### config.mk
export PLATFORM = sky130hd
export DESIGN_NAME = pnp_cfg_port
export DESIGN_NICKNAME = d
export VERILOG_FILES = /design/src/rtl/pnp_cfg_pkg.sv /design/src/rtl/pnp_cfg_keyfsm.sv /design/src/rtl/pnp_cfg_global.sv /design/src/rtl/pnp_cfg_dev_bank.sv /design/src/rtl/pnp_cfg_port.sv
export SDC_FILE = /design/constraint.sdc
export NUM_CORES = 1
export LEC_CHECK = 0
export ABC_AREA = 1
export BUFFER_PORTS_ARGS = -buffer_cell sky130_fd_sc_hd__buf_2
export CORE_UTILIZATION = 50
export CTS_BUF_LIST = sky130_fd_sc_hd__clkbuf_4 sky130_fd_sc_hd__clkbuf_8
export DETAILED_ROUTE_END_ITERATION = 10
export PLACE_DENSITY = 0.73
export SETUP_SLACK_MARGIN = 0.05
export SLEW_MARGIN = 20
export SYNTH_ARGS = -nofsm -noshare
export SYNTH_HDL_FRONTEND = slang
export SYNTH_HIERARCHICAL = 1
export SYNTH_SLANG_ARGS = --single-unit
export TNS_END_PERCENT = 30
### constraint.sdc
create_clock -name clk -period 3.4 [get_ports clk]
set_clock_uncertainty 0.15 [all_clocks]
set_input_delay 0.68 -clock clk [delete_from_list [all_inputs] [get_ports clk]]
set_output_delay 0.68 -clock clk [all_outputs]
set_load 0.005 [all_outputs]
### src/rtl/pnp_cfg_pkg.sv
package pnp_cfg_pkg;

    typedef enum logic [0:0] {
        ST_RUN = 1'b0,
        ST_CFG = 1'b1
    } cfg_state_e;

    localparam logic [7:0] KEY_ENTER   = 8'h55;
    localparam logic [7:0] KEY_EXIT    = 8'hAA;

    localparam logic [7:0] IDX_CFGCTL  = 8'h02;
    localparam logic [7:0] IDX_LDN     = 8'h07;
    localparam logic [7:0] IDX_PWR     = 8'h22;
    localparam logic [7:0] IDX_PM      = 8'h23;
    localparam logic [7:0] IDX_OSC     = 8'h24;

    localparam logic [7:0] IDX_DEV_LO  = 8'h30;
    localparam logic [7:0] IDX_ACT     = 8'h30;
    localparam logic [7:0] IDX_BASE_HI = 8'h60;
    localparam logic [7:0] IDX_BASE_LO = 8'h61;
    localparam logic [7:0] IDX_IRQ     = 8'h70;
    localparam logic [7:0] IDX_MODE    = 8'hF0;

    localparam logic [7:0] PWR_MASK    = 8'h39;
    localparam logic [7:0] OSC_MASK    = 8'h04;

endpackage

### src/rtl/pnp_cfg_keyfsm.sv
module pnp_cfg_keyfsm
    import pnp_cfg_pkg::*;
(
    input  logic       clk,
    input  logic       rst_n,
    input  logic       key_wr,
    input  logic [7:0] key_data,
    output logic       cfg_mode
);

    cfg_state_e state_q, state_d;

    always_comb begin
        state_d = state_q;
        unique case (state_q)
            ST_RUN: if (key_wr && key_data == KEY_ENTER) state_d = ST_CFG;
            ST_CFG: if (key_wr && key_data == KEY_EXIT)  state_d = ST_RUN;
            default: state_d = ST_RUN;
        endcase
    end

    always_ff @(posedge clk or negedge rst_n) begin
        if (!rst_n) state_q <= ST_RUN;
        else        state_q <= state_d;
    end

    always_comb begin
        cfg_mode = (state_q == ST_CFG);
    end

    a_r1_unlock: assert property (@(posedge clk) disable iff (!rst_n)
        (!cfg_mode && key_wr && key_data == KEY_ENTER) |=> cfg_mode);

    a_r1_stay_locked: assert property (@(posedge clk) disable iff (!rst_n)
        (!cfg_mode && !(key_wr && key_data == KEY_ENTER)) |=> !cfg_mode);

    a_r2_lock: assert property (@(posedge clk) disable iff (!rst_n)
        (cfg_mode && key_wr && key_data == KEY_EXIT) |=> !cfg_mode);

endmodule

### src/rtl/pnp_cfg_global.sv
module pnp_cfg_global
    import pnp_cfg_pkg::*;
(
    input  logic       clk,
    input  logic       rst_n,
    input  logic       wr_en,
    input  logic [7:0] idx,
    input  logic [7:0] wdata,
    output logic [7:0] ldn,
    output logic [7:0] rd_data,
    output logic [3:0] pwr_en,
    output logic       osc_en
);

    logic [7:0] cc_q, ldn_q, pwr_q, pm_q, osc_q;

    always_ff @(posedge clk or negedge rst_n) begin
        if (!rst_n) begin
            cc_q  <= '0;
            ldn_q <= '0;
            pwr_q <= '0;
            pm_q  <= '0;
            osc_q <= '0;
        end else if (wr_en) begin
            case (idx)
                IDX_CFGCTL: cc_q  <= wdata;
                IDX_LDN:    ldn_q <= wdata;
                IDX_PWR:    pwr_q <= wdata & PWR_MASK;
                IDX_PM:     pm_q  <= wdata;
                IDX_OSC:    osc_q <= wdata & OSC_MASK;
                default:    ;
            endcase
        end
    end

    always_comb begin
        case (idx)
            IDX_CFGCTL: rd_data = cc_q;
            IDX_LDN:    rd_data = ldn_q;
            IDX_PWR:    rd_data = pwr_q;
            IDX_PM:     rd_data = pm_q;
            IDX_OSC:    rd_data = osc_q;
            default:    rd_data = 8'h00;
        endcase
    end

    assign ldn    = ldn_q;
    assign pwr_en = {pwr_q[5], pwr_q[4], pwr_q[3], pwr_q[0]};
    assign osc_en = osc_q[2];

    // each power enable follows its own data bit after a power write
    a_r6_pwr_map: assert property (@(posedge clk) disable iff (!rst_n)
        (wr_en && idx == IDX_PWR) |=>
        (pwr_en == {$past(wdata[5]), $past(wdata[4]), $past(wdata[3]), $past(wdata[0])}));

    a_r6_osc_map: assert property (@(posedge clk) disable iff (!rst_n)
        (wr_en && idx == IDX_OSC) |=> (osc_en == $past(wdata[2])));

endmodule

### src/rtl/pnp_cfg_dev_bank.sv
module pnp_cfg_dev_bank
    import pnp_cfg_pkg::*;
#(
    parameter int IRQ_W = 4
) (
    input  logic             clk,
    input  logic             rst_n,
    input  logic             wr_en,
    input  logic [7:0]       idx,
    input  logic [7:0]       wdata,
    output logic             active,
    output logic [15:0]      base,
    output logic [IRQ_W-1:0] irq,
    output logic [7:0]       mode,
    output logic [7:0]       rd_data
);

    logic             act_q;
    logic [15:0]      base_q;
    logic [IRQ_W-1:0] irq_q;
    logic [7:0]       mode_q;

    always_ff @(posedge clk or negedge rst_n) begin
        if (!rst_n) begin
            act_q  <= 1'b0;
            base_q <= '0;
            irq_q  <= '0;
            mode_q <= '0;
        end else if (wr_en) begin
            case (idx)
                IDX_ACT:     act_q        <= wdata[0];
                IDX_BASE_HI: base_q[15:8] <= wdata;
                IDX_BASE_LO: base_q[7:0]  <= wdata;
                IDX_IRQ:     irq_q        <= wdata[IRQ_W-1:0];
                IDX_MODE:    mode_q       <= wdata;
                default:     ;
            endcase
        end
    end

    always_comb begin
        case (idx)
            IDX_ACT:     rd_data = {7'b0, act_q};
            IDX_BASE_HI: rd_data = base_q[15:8];
            IDX_BASE_LO: rd_data = base_q[7:0];
            IDX_IRQ:     rd_data = 8'(irq_q);
            IDX_MODE:    rd_data = mode_q;
            default:     rd_data = 8'h00;
        endcase
    end

    assign active = act_q;
    assign base   = base_q;
    assign irq    = irq_q;
    assign mode   = mode_q;

    a_r5_activate: assert property (@(posedge clk) disable iff (!rst_n)
        (wr_en && idx == IDX_ACT) |=> (active == $past(wdata[0])));

    a_r5_no_write_hold: assert property (@(posedge clk) disable iff (!rst_n)
        !wr_en |=> ($stable(active) && $stable(base) && $stable(irq) && $stable(mode)));

endmodule

### src/rtl/pnp_cfg_port.sv
module pnp_cfg_port
    import pnp_cfg_pkg::*;
#(
    parameter int                ADDR_W   = 16,
    parameter int                NUM_DEV  = 6,
    parameter int                IRQ_W    = 4,
    parameter logic [ADDR_W-1:0] BASE_PRI = 'h3F0,
    parameter logic [ADDR_W-1:0] BASE_ALT = 'h370
) (
    input  logic                     clk,
    input  logic                     rst_n,
    input  logic                     base_sel,
    input  logic [ADDR_W-1:0]        io_addr,
    input  logic                     io_wr,
    input  logic                     io_rd,
    input  logic [7:0]               io_wdata,
    output logic [7:0]               io_rdata,
    output logic                     cfg_mode,
    output logic [NUM_DEV-1:0]       dev_active,
    output logic [NUM_DEV*16-1:0]    dev_base,
    output logic [NUM_DEV*IRQ_W-1:0] dev_irq,
    output logic [NUM_DEV*8-1:0]     dev_mode,
    output logic [3:0]               pwr_en,
    output logic                     osc_en
);

    localparam logic [7:0] DEV_LIMIT = 8'(NUM_DEV);

    logic [ADDR_W-1:0] idx_addr, dat_addr;
    logic              hit_idx, hit_dat, key_wr, dat_wr, glob_we;
    logic [7:0]        idx_q, ldn, glob_rd, dev_sel_rd;
    logic [7:0]        dev_rd [NUM_DEV];
    logic [NUM_DEV-1:0] bank_we;

    assign idx_addr = base_sel ? BASE_ALT : BASE_PRI;
    assign dat_addr = idx_addr + ADDR_W'(1);
    assign hit_idx  = (io_addr == idx_addr);
    assign hit_dat  = (io_addr == dat_addr);
    assign key_wr   = io_wr && hit_idx;
    assign dat_wr   = cfg_mode && io_wr && hit_dat;
    assign glob_we  = dat_wr && (idx_q < IDX_DEV_LO);

    pnp_cfg_keyfsm u_fsm (
        .clk      (clk),
        .rst_n    (rst_n),
        .key_wr   (key_wr),
        .key_data (io_wdata),
        .cfg_mode (cfg_mode)
    );

    always_ff @(posedge clk or negedge rst_n) begin
        if (!rst_n)                                     idx_q <= '0;
        else if (cfg_mode && key_wr && io_wdata != KEY_EXIT) idx_q <= io_wdata;
    end

    pnp_cfg_global u_glob (
        .clk     (clk),
        .rst_n   (rst_n),
        .wr_en   (glob_we),
        .idx     (idx_q),
        .wdata   (io_wdata),
        .ldn     (ldn),
        .rd_data (glob_rd),
        .pwr_en  (pwr_en),
        .osc_en  (osc_en)
    );

    for (genvar g = 0; g < NUM_DEV; g++) begin : g_bank
        assign bank_we[g] = dat_wr && (idx_q >= IDX_DEV_LO) && (ldn == 8'(g));

        pnp_cfg_dev_bank #(.IRQ_W(IRQ_W)) u_bank (
            .clk     (clk),
            .rst_n   (rst_n),
            .wr_en   (bank_we[g]),
            .idx     (idx_q),
            .wdata   (io_wdata),
            .active  (dev_active[g]),
            .base    (dev_base[g*16 +: 16]),
            .irq     (dev_irq[g*IRQ_W +: IRQ_W]),
            .mode    (dev_mode[g*8 +: 8]),
            .rd_data (dev_rd[g])
        );
    end

    always_comb begin
        dev_sel_rd = 8'h00;
        for (int i = 0; i < NUM_DEV; i++) begin
            if (ldn == 8'(i)) dev_sel_rd = dev_rd[i];
        end
    end

    always_comb begin
        io_rdata = 8'hFF;
        if (io_rd && cfg_mode) begin
            if (hit_idx)      io_rdata = idx_q;
            else if (hit_dat) io_rdata = (idx_q < IDX_DEV_LO) ? glob_rd : dev_sel_rd;
        end
    end

    a_r7_locked_reads_ff: assert property (@(posedge clk) disable iff (!rst_n)
        (!cfg_mode && io_rd) |-> (io_rdata == 8'hFF));

    a_r7_locked_hold: assert property (@(posedge clk) disable iff (!rst_n)
        !cfg_mode |=> ($stable(dev_active) && $stable(dev_base) && $stable(dev_irq)
                       && $stable(dev_mode) && $stable(pwr_en) && $stable(osc_en)));

    a_r10_missing_ldn: assert property (@(posedge clk) disable iff (!rst_n)
        (dat_wr && idx_q >= IDX_DEV_LO && ldn >= DEV_LIMIT) |=>
        ($stable(dev_active) && $stable(dev_base) && $stable(dev_irq) && $stable(dev_mode)));

    a_r2_exit_keeps_index: assert property (@(posedge clk) disable iff (!rst_n)
        (cfg_mode && key_wr && io_wdata == KEY_EXIT) |=> $stable(idx_q));

endmodule

==> results of run 1 <==
[placed cells by master, fill, tap and decap left out, types with 8 or more instances in the layout]
cell      count
dfrtp_1     206
o211ai_1      8
nor3_1       11
o21ai_1     182
nor2_2       27
nand2_4      27
nor2_8       21
nor2_4       32
buf_6        23
nand3_1     152
nand2_2      50
nand3_2      39
nor2_1       44
buf_4        74
nand2_1     601
a21oi_1      16
buf_12       12
inv_4        18
inv_1       133
o21ai_2      17
clkbuf_8     48
clkbuf_4     12
buf_2       214
inv_2        16
[power by group through the flow]
stage               clock (mW)  combinational, mW  sequential [mW]
floorplan                    0             0.0278             2.57
global placement             0              0.187             2.57
detailed placement           0              0.188             2.57
CTS                       2.52              0.190             2.52
global route              2.64              0.205             2.52
finish                    2.49              0.190             2.52
[metrics by stage]
stage	power (mW)	setup WS, ns	TNS [ns]	area (um2)
after floorplan	2.60	0.570	0	12300
after global placement	2.76	0.183	0	13900
after detailed placement	2.76	0.196	0	13900
after CTS	5.24	0.0384	0	15400
after global routing	5.37	-0.143	-0.830	16100
final	5.21	-0.0369	-0.0420	16100
[worst max-delay path, cell delays in order (launching register included)]
cell and delay (ns):
dfrtp_2 0.51, buf_12 0.19, nand2_4 0.05, nor2_4 0.16, buf_6 0.14, nand2_8 0.09
nor2_4 0.11, nor2_1 0.06, nand2_1 0.07, inv_1 0.05, nor2_1 0.14, nor2_2 0.06
nand3_2 0.09, nand2_1 0.06, nand2_1 0.05, nand2_1 0.05, nand2_2 0.08, buf_2 0.11
[area by class of cell]
cell class                      count  area, um2  share of cell area, %
Multi-Input combinational cell   1250       6660                   41.3
Sequential cell                   212       5310                   32.9
Timing Repair Buffer              328       2210                   13.7
Clock buffer                       59        737                   4.57
Inverter                          176        733                   4.54
Tap cell                          324        405                   2.51
Clock inverter                      6       55.1                  0.341
Timing Repair inverter              3       22.5                  0.140
[worst paths after layout]
check | end | slack (ns) | start | depth (start not counted)
min in group clk | g_bank[5].u_bank/base[13] | 0.32 | io_wdata[5] | 3
hold reg to reg | u_glob/cc_q[2] | 0.32 | u_glob/cc_q[2] | 2
setup reg to reg | g_bank[0].u_bank/mode[0] | 0.90 | idx_q[7] | 10
max in group asynchronous | g_bank[4].u_bank/mode[0] | 2.31 | rst_n | 2
hold / removal | g_bank[3].u_bank/mode[7] | 0.03 | rst_n | 1
setup / recovery | io_rdata[0] | -0.04 | idx_q[7] | 17
[cells by family after synthesis]
logic type	share of synthesized area (%)
xor gates and xnor gates	0.0711
DFF	43.1
buffers and inverters	6.77
AOI/OAI and AO/OA	9.98
and+or+nand+nor	40.1
[routing by layer]
| metal | GRT usage (%) | share of wire, % |
|---|---|---|
| met5 | 0 | 0 |
| met4 | 11.4 | 2.9 |
| met2 | 52.9 | 48 |
| met3 | 4.06 | 7.7 |
| met1 | 44.7 | 41 |
[flip-flops by register name (all words and copies together), names as in the netlist]
signal                count
g_bank.u_bank/mode       48
u_glob/pm_q               8
u_glob/pwr_q              4
u_glob/ldn                8
u_fsm/cfg_mode            1
u_glob/osc_q              1
idx_q                     8
g_bank.u_bank/irq        24
g_bank.u_bank/base       96
g_bank.u_bank/active      6
u_glob/cc_q               8
[repair_timing]
action	4_1_cts	5_1_grt
setup endpoints to repair	8	8
pin swaps	17	67
cloned	3	1
hold buffers	0	0
endpoints found under the hold margin	0	0
setup buffers	49	31
resized for setup	68	137
==> flow_metrics.tcl, run 1 <==
set metrics [dict create \
    final_max_slew_viol_count 0 \
    period_minus_slack_ns 3.44 \
    pwr-share-comb_pct 3.6 \
    p_leak_nw 9.62 \
    cts_root_buf "clkbuf_8" \
    dp.cells 2209 \
    antenna_found_initial 0 \
    max_cap_violations 0 \
    max_clock_freq_mhz 291 \
    diodes 0 \
    synthCells 1665 \
    worst-path-max-fanout 9 \
    cts_made_buffers 38 \
    gp_congestion 0.939 \
    htree_levels 2 \
    final-instance-count-excl-fill 2358 \
    holdWs_ns 0.0268 \
    io_pins 217 \
    syn_nets 1694 \
    ant_nets 0 \
    grt_overflow 0 \
    final.setup.worst_slack_ns -0.0369 \
    drt-total-wl_um 42000 \
    status "complete, but fails checks" \
    final_nets 2038 \
    hpwl_um 27700 \
    clock_latency_ns 0.54 \
    synth_cell_types 35 \
    tightest_slew_ns 0.641 \
    start_kind "register" \
    finalHoldViolCount 0 \
    cts_buffer_depth 3 \
    p_sw_share_pct 23.1 \
    pwr_density_cell_nw_per_um2 323 \
    min_period_over_period_pct 101 \
    syn_area_um2 12300 \
    cts.clk_slew.worst_paths_ns 0.06 \
    yosysTopAreaCell "dfrtp_1" \
    rsz0062_at_grt "true" \
    synth_most_common_cell "nand2_1" \
    grt_pass1_vias 11800 \
    ys_top_cells_by_count "nand2_1, dfrtp_1, nand3_1" \
    syn_to_final_growth_pct 31.0 \
    cp.arrival_ns 2.61 \
    coreArea_um2 24200 \
    synth_top_area_share_pct 43.1 \
    cts_sinks 212 \
    grt_pass1_wl_um 64700 \
    power.internal_mw 4.01 \
    criticalPathCategory "reg2out" \
    io_buffers 216 \
    violations "setup timing" \
    crit_path_end_kind "primary output" \
    num_rows 57 \
    ys.flop_type "dfrtp_1" \
    crit_required_ns 2.57 \
    ys_seq_area_share_pct 43.1 \
    ys_ff_latch 212 \
    hold_class "in2async" \
    async_reset_ff_share_pct 100 \
    start_util_pct 50.8 \
    setup-violations-final 2 \
    synth.area.top_cells "dfrtp_1, nand2_1, nand3_1" \
    track_usage_pct 32.4 \
    fillers 2097 \
    wire_per_inst_um 17.8 \
    first_pass_iters 6 \
    vias 12800 \
    drt_iter0_drc 1210 \
    die_h_um 159 \
    synth_edf_count 0 \
    yosys_warnings 6 \
    clockPowerShare_pct 47.9 \
    die_w_um 159 \
    dieArea_um2 25300 \
    grt_max_degree 73 \
    viasPerCell 5.43 \
    drive_gt1_share_pct 32.8 \
    vdd_drop_max_mv 0.278 \
    fin_util_pct 66.6 \
    drcViolationCount 0 \
    p_sw_mw 1.20 \
    relSlewSlack_pct 57.3 \
    avgSynthCellArea_um2 7.40 \
    p_seq_share_pct 48.5 \
    tritoncts "yes" \
]
Note: power is estimated with default switching activity, not from simulation.
==> run 2, diff against run 1 <==
- CORE_UTILIZATION: 50 -> 46
- PLACE_DENSITY: 0.73 -> 0.68
- clock period: 3.4 -> 3.8 ns (I/O delays scaled with it)
==> run 2 against run 1 <==
Effect of this change: the flow finishes with violations (DRC); cell area down 6.5%; power down 6.7%; highest routed layer unchanged; critical endpoint is now io_rdata[6]; worst hold slack better by 0.11 ns; via count down 4.6%; routed wire length down 5.6%; clock power down 2%; non-clock buffer count down 58; die area up 8.6%.
==> flow_metrics.tcl, run 2 (synthesized netlist as in run 1, its figures left out) <==
set metrics [dict create \
    grt_max_degree 84 \
    crit_path_end_kind "primary output" \
    first_pass_iters 10 \
    mostFrequentLayoutCells "nand2_1, buf_2, dfrtp_1" \
    setup-violations-final 0 \
    rr_startpoint "u_glob/ldn[0]" \
    rsz0062_at_grt "true" \
    viasPerCell 5.29 \
    hpwl_um 27900 \
    cp.arrival_ns 2.73 \
    grt_pass1_wl_um 62500 \
    final-instance-count-excl-fill 2308 \
    fillers 2484 \
    cts_made_buffers 38 \
    dp.cells 2208 \
    start_kind "register" \
    io_buffers 216 \
    finalHoldViolCount 0 \
    violations "DRC" \
    max_clock_freq_mhz 275 \
    grt_overflow 0 \
    status "complete, but fails checks" \
    io_pins 217 \
    diodes 0 \
    wire_per_inst_um 17.2 \
    p_leak_nw 8.98 \
    drcViolationCount 26 \
    worst-path-max-fanout 8 \
    dp_slack_ns 0.433 \
    hold_class "in2async" \
    min_period_over_period_pct 95.7 \
    cts.clk_slew.worst_paths_ns 0.06 \
    die_h_um 166 \
    syn_to_final_growth_pct 22.4 \
    largest_register_ff_count 96 \
    drive_gt1_share_pct 26.1 \
    crit_required_ns 2.89 \
    max_cap_violations 0 \
    criticalPathCategory "reg2out" \
    top_usage_layer "met2" \
    multiInputGateArea_um2 6230 \
    final.setup.worst_slack_ns 0.164 \
    gp_congestion 0.906 \
    finalSetupTns_ns 0 \
    grt_pass1_vias 11400 \
    start_util_pct 47.1 \
    grtUsageMet1_pct 39.4 \
    seqCellArea_um2 5320 \
    final_max_slew_viol_count 0 \
    track_usage_pct 28.7 \
    cts_buffer_depth 3 \
    coreArea_um2 26100 \
    antenna_found_initial 1 \
    met3_usage_pct 5.14 \
    vdd_drop_max_mv 0.283 \
    cts_sinks 212 \
    use_met2_pct 45.4 \
    tightest_slew_ns 0.733 \
    cts_root_buf "clkbuf_8" \
    num_rows 59 \
    tritoncts "yes" \
    die_w_um 166 \
    final_nets 1978 \
    mostFrequentLayoutCell "nand2_1" \
    period_minus_slack_ns 3.64 \
    drt_iter0_drc 1284 \
    htree_levels 2 \
    clock_latency_ns 0.54 \
    vias 12200 \
    relSlewSlack_pct 51.1 \
    drt-total-wl_um 39600 \
    pwr_density_cell_nw_per_um2 322 \
    startpoint "idx_q[2]" \
    ant_nets 0 \
    dieArea_um2 27400 \
]
==> run 2: stage by stage <==
stage / power, mW / cell area, um2 / util [%] / hold WS, ns
final: 4.86 / 15100 / 57.7 / 0.133
after detailed placement: 2.46 / 13800 / 52.9 / 0.314
after global placement: 2.46 / 13800 / 52.9 / 0.305
after global routing: 5.00 / 15100 / 57.7 / 0.187
after CTS: 4.90 / 14700 / 56.3 / 0.153
after floorplan: 2.32 / 12300 / - / 0.292
==> run 2: timing repair <==
item | 4_1_cts | 5_1_grt
endpoints found under the hold margin | 0 | 0
hold buffers | 0 | 0
cloned | 0 | 1
endpoints found under the setup margin | 8 | 8
setup buffers | 1 | 34
gates resized for setup | 9 | 32
pin swaps | 0 | 8
==> run 2: final timing paths <==
path | slack [ns] | end | cells past startpoint
min in group clk | 0.33 | u_glob/cc_q[7] | 2
max in group asynchronous | 2.49 | g_bank[3].u_bank/mode[4] | 2
max reg2reg | 1.36 | g_bank[1].u_bank/mode[0] | 8
min reg2reg | 0.33 | u_glob/cc_q[7] | 2
max | 0.16 | io_rdata[6] | 16
min | 0.13 | g_bank[5].u_bank/mode[0] | 1
==> run 2: layout make-up <==
cell class / count / area share, %
Multi-Input combinational cell: 1250 / 41.3
Inverter: 176 / 4.63
Timing Repair inverter: 1 / 0.0332
Clock buffer: 55 / 4.69
Tap cell: 335 / 2.78
Sequential cell: 212 / 35.3
Timing Repair Buffer: 270 / 10.3
Clock inverter: 9 / 0.962
==> run 2: power breakdown <==
group / total, mW / internal, mW / leakage [nW] / switching, mW
clock: 2.44 / 1.46 / 0.451 / 0.979
combinational: 0.164 / 0.0293 / 5.61 / 0.135
sequential: 2.26 / 2.26 / 2.91 / 0.0000742
==> run 2: layer usage <==
layer / vias to the layer above / wire, um / part of all wire (%)
met3: 83 / 3000 / 7.6
li1: 5913 / - / -
met1: 5725 / 17400 / 44
met5: - / 0 / 0
met2: 482 / 18000 / 45
met4: 0 / 1210 / 3.0
==> run 2: critical path: stages, from the launching register on <==
cell,delay [ns]
dfrtp_2,0.43
buf_4,0.19
nor2_2,0.05
nand2_2,0.14
clkinv_4,0.13
buf_4,0.16
nand3_1,0.09
nand3_1,0.09
nand3_1,0.09
nand2_1,0.10
nor2_1,0.18
nand3_1,0.12
nand2_1,0.07
nand2_1,0.05
nand2_1,0.05
nand2_1,0.11
buf_2,0.15
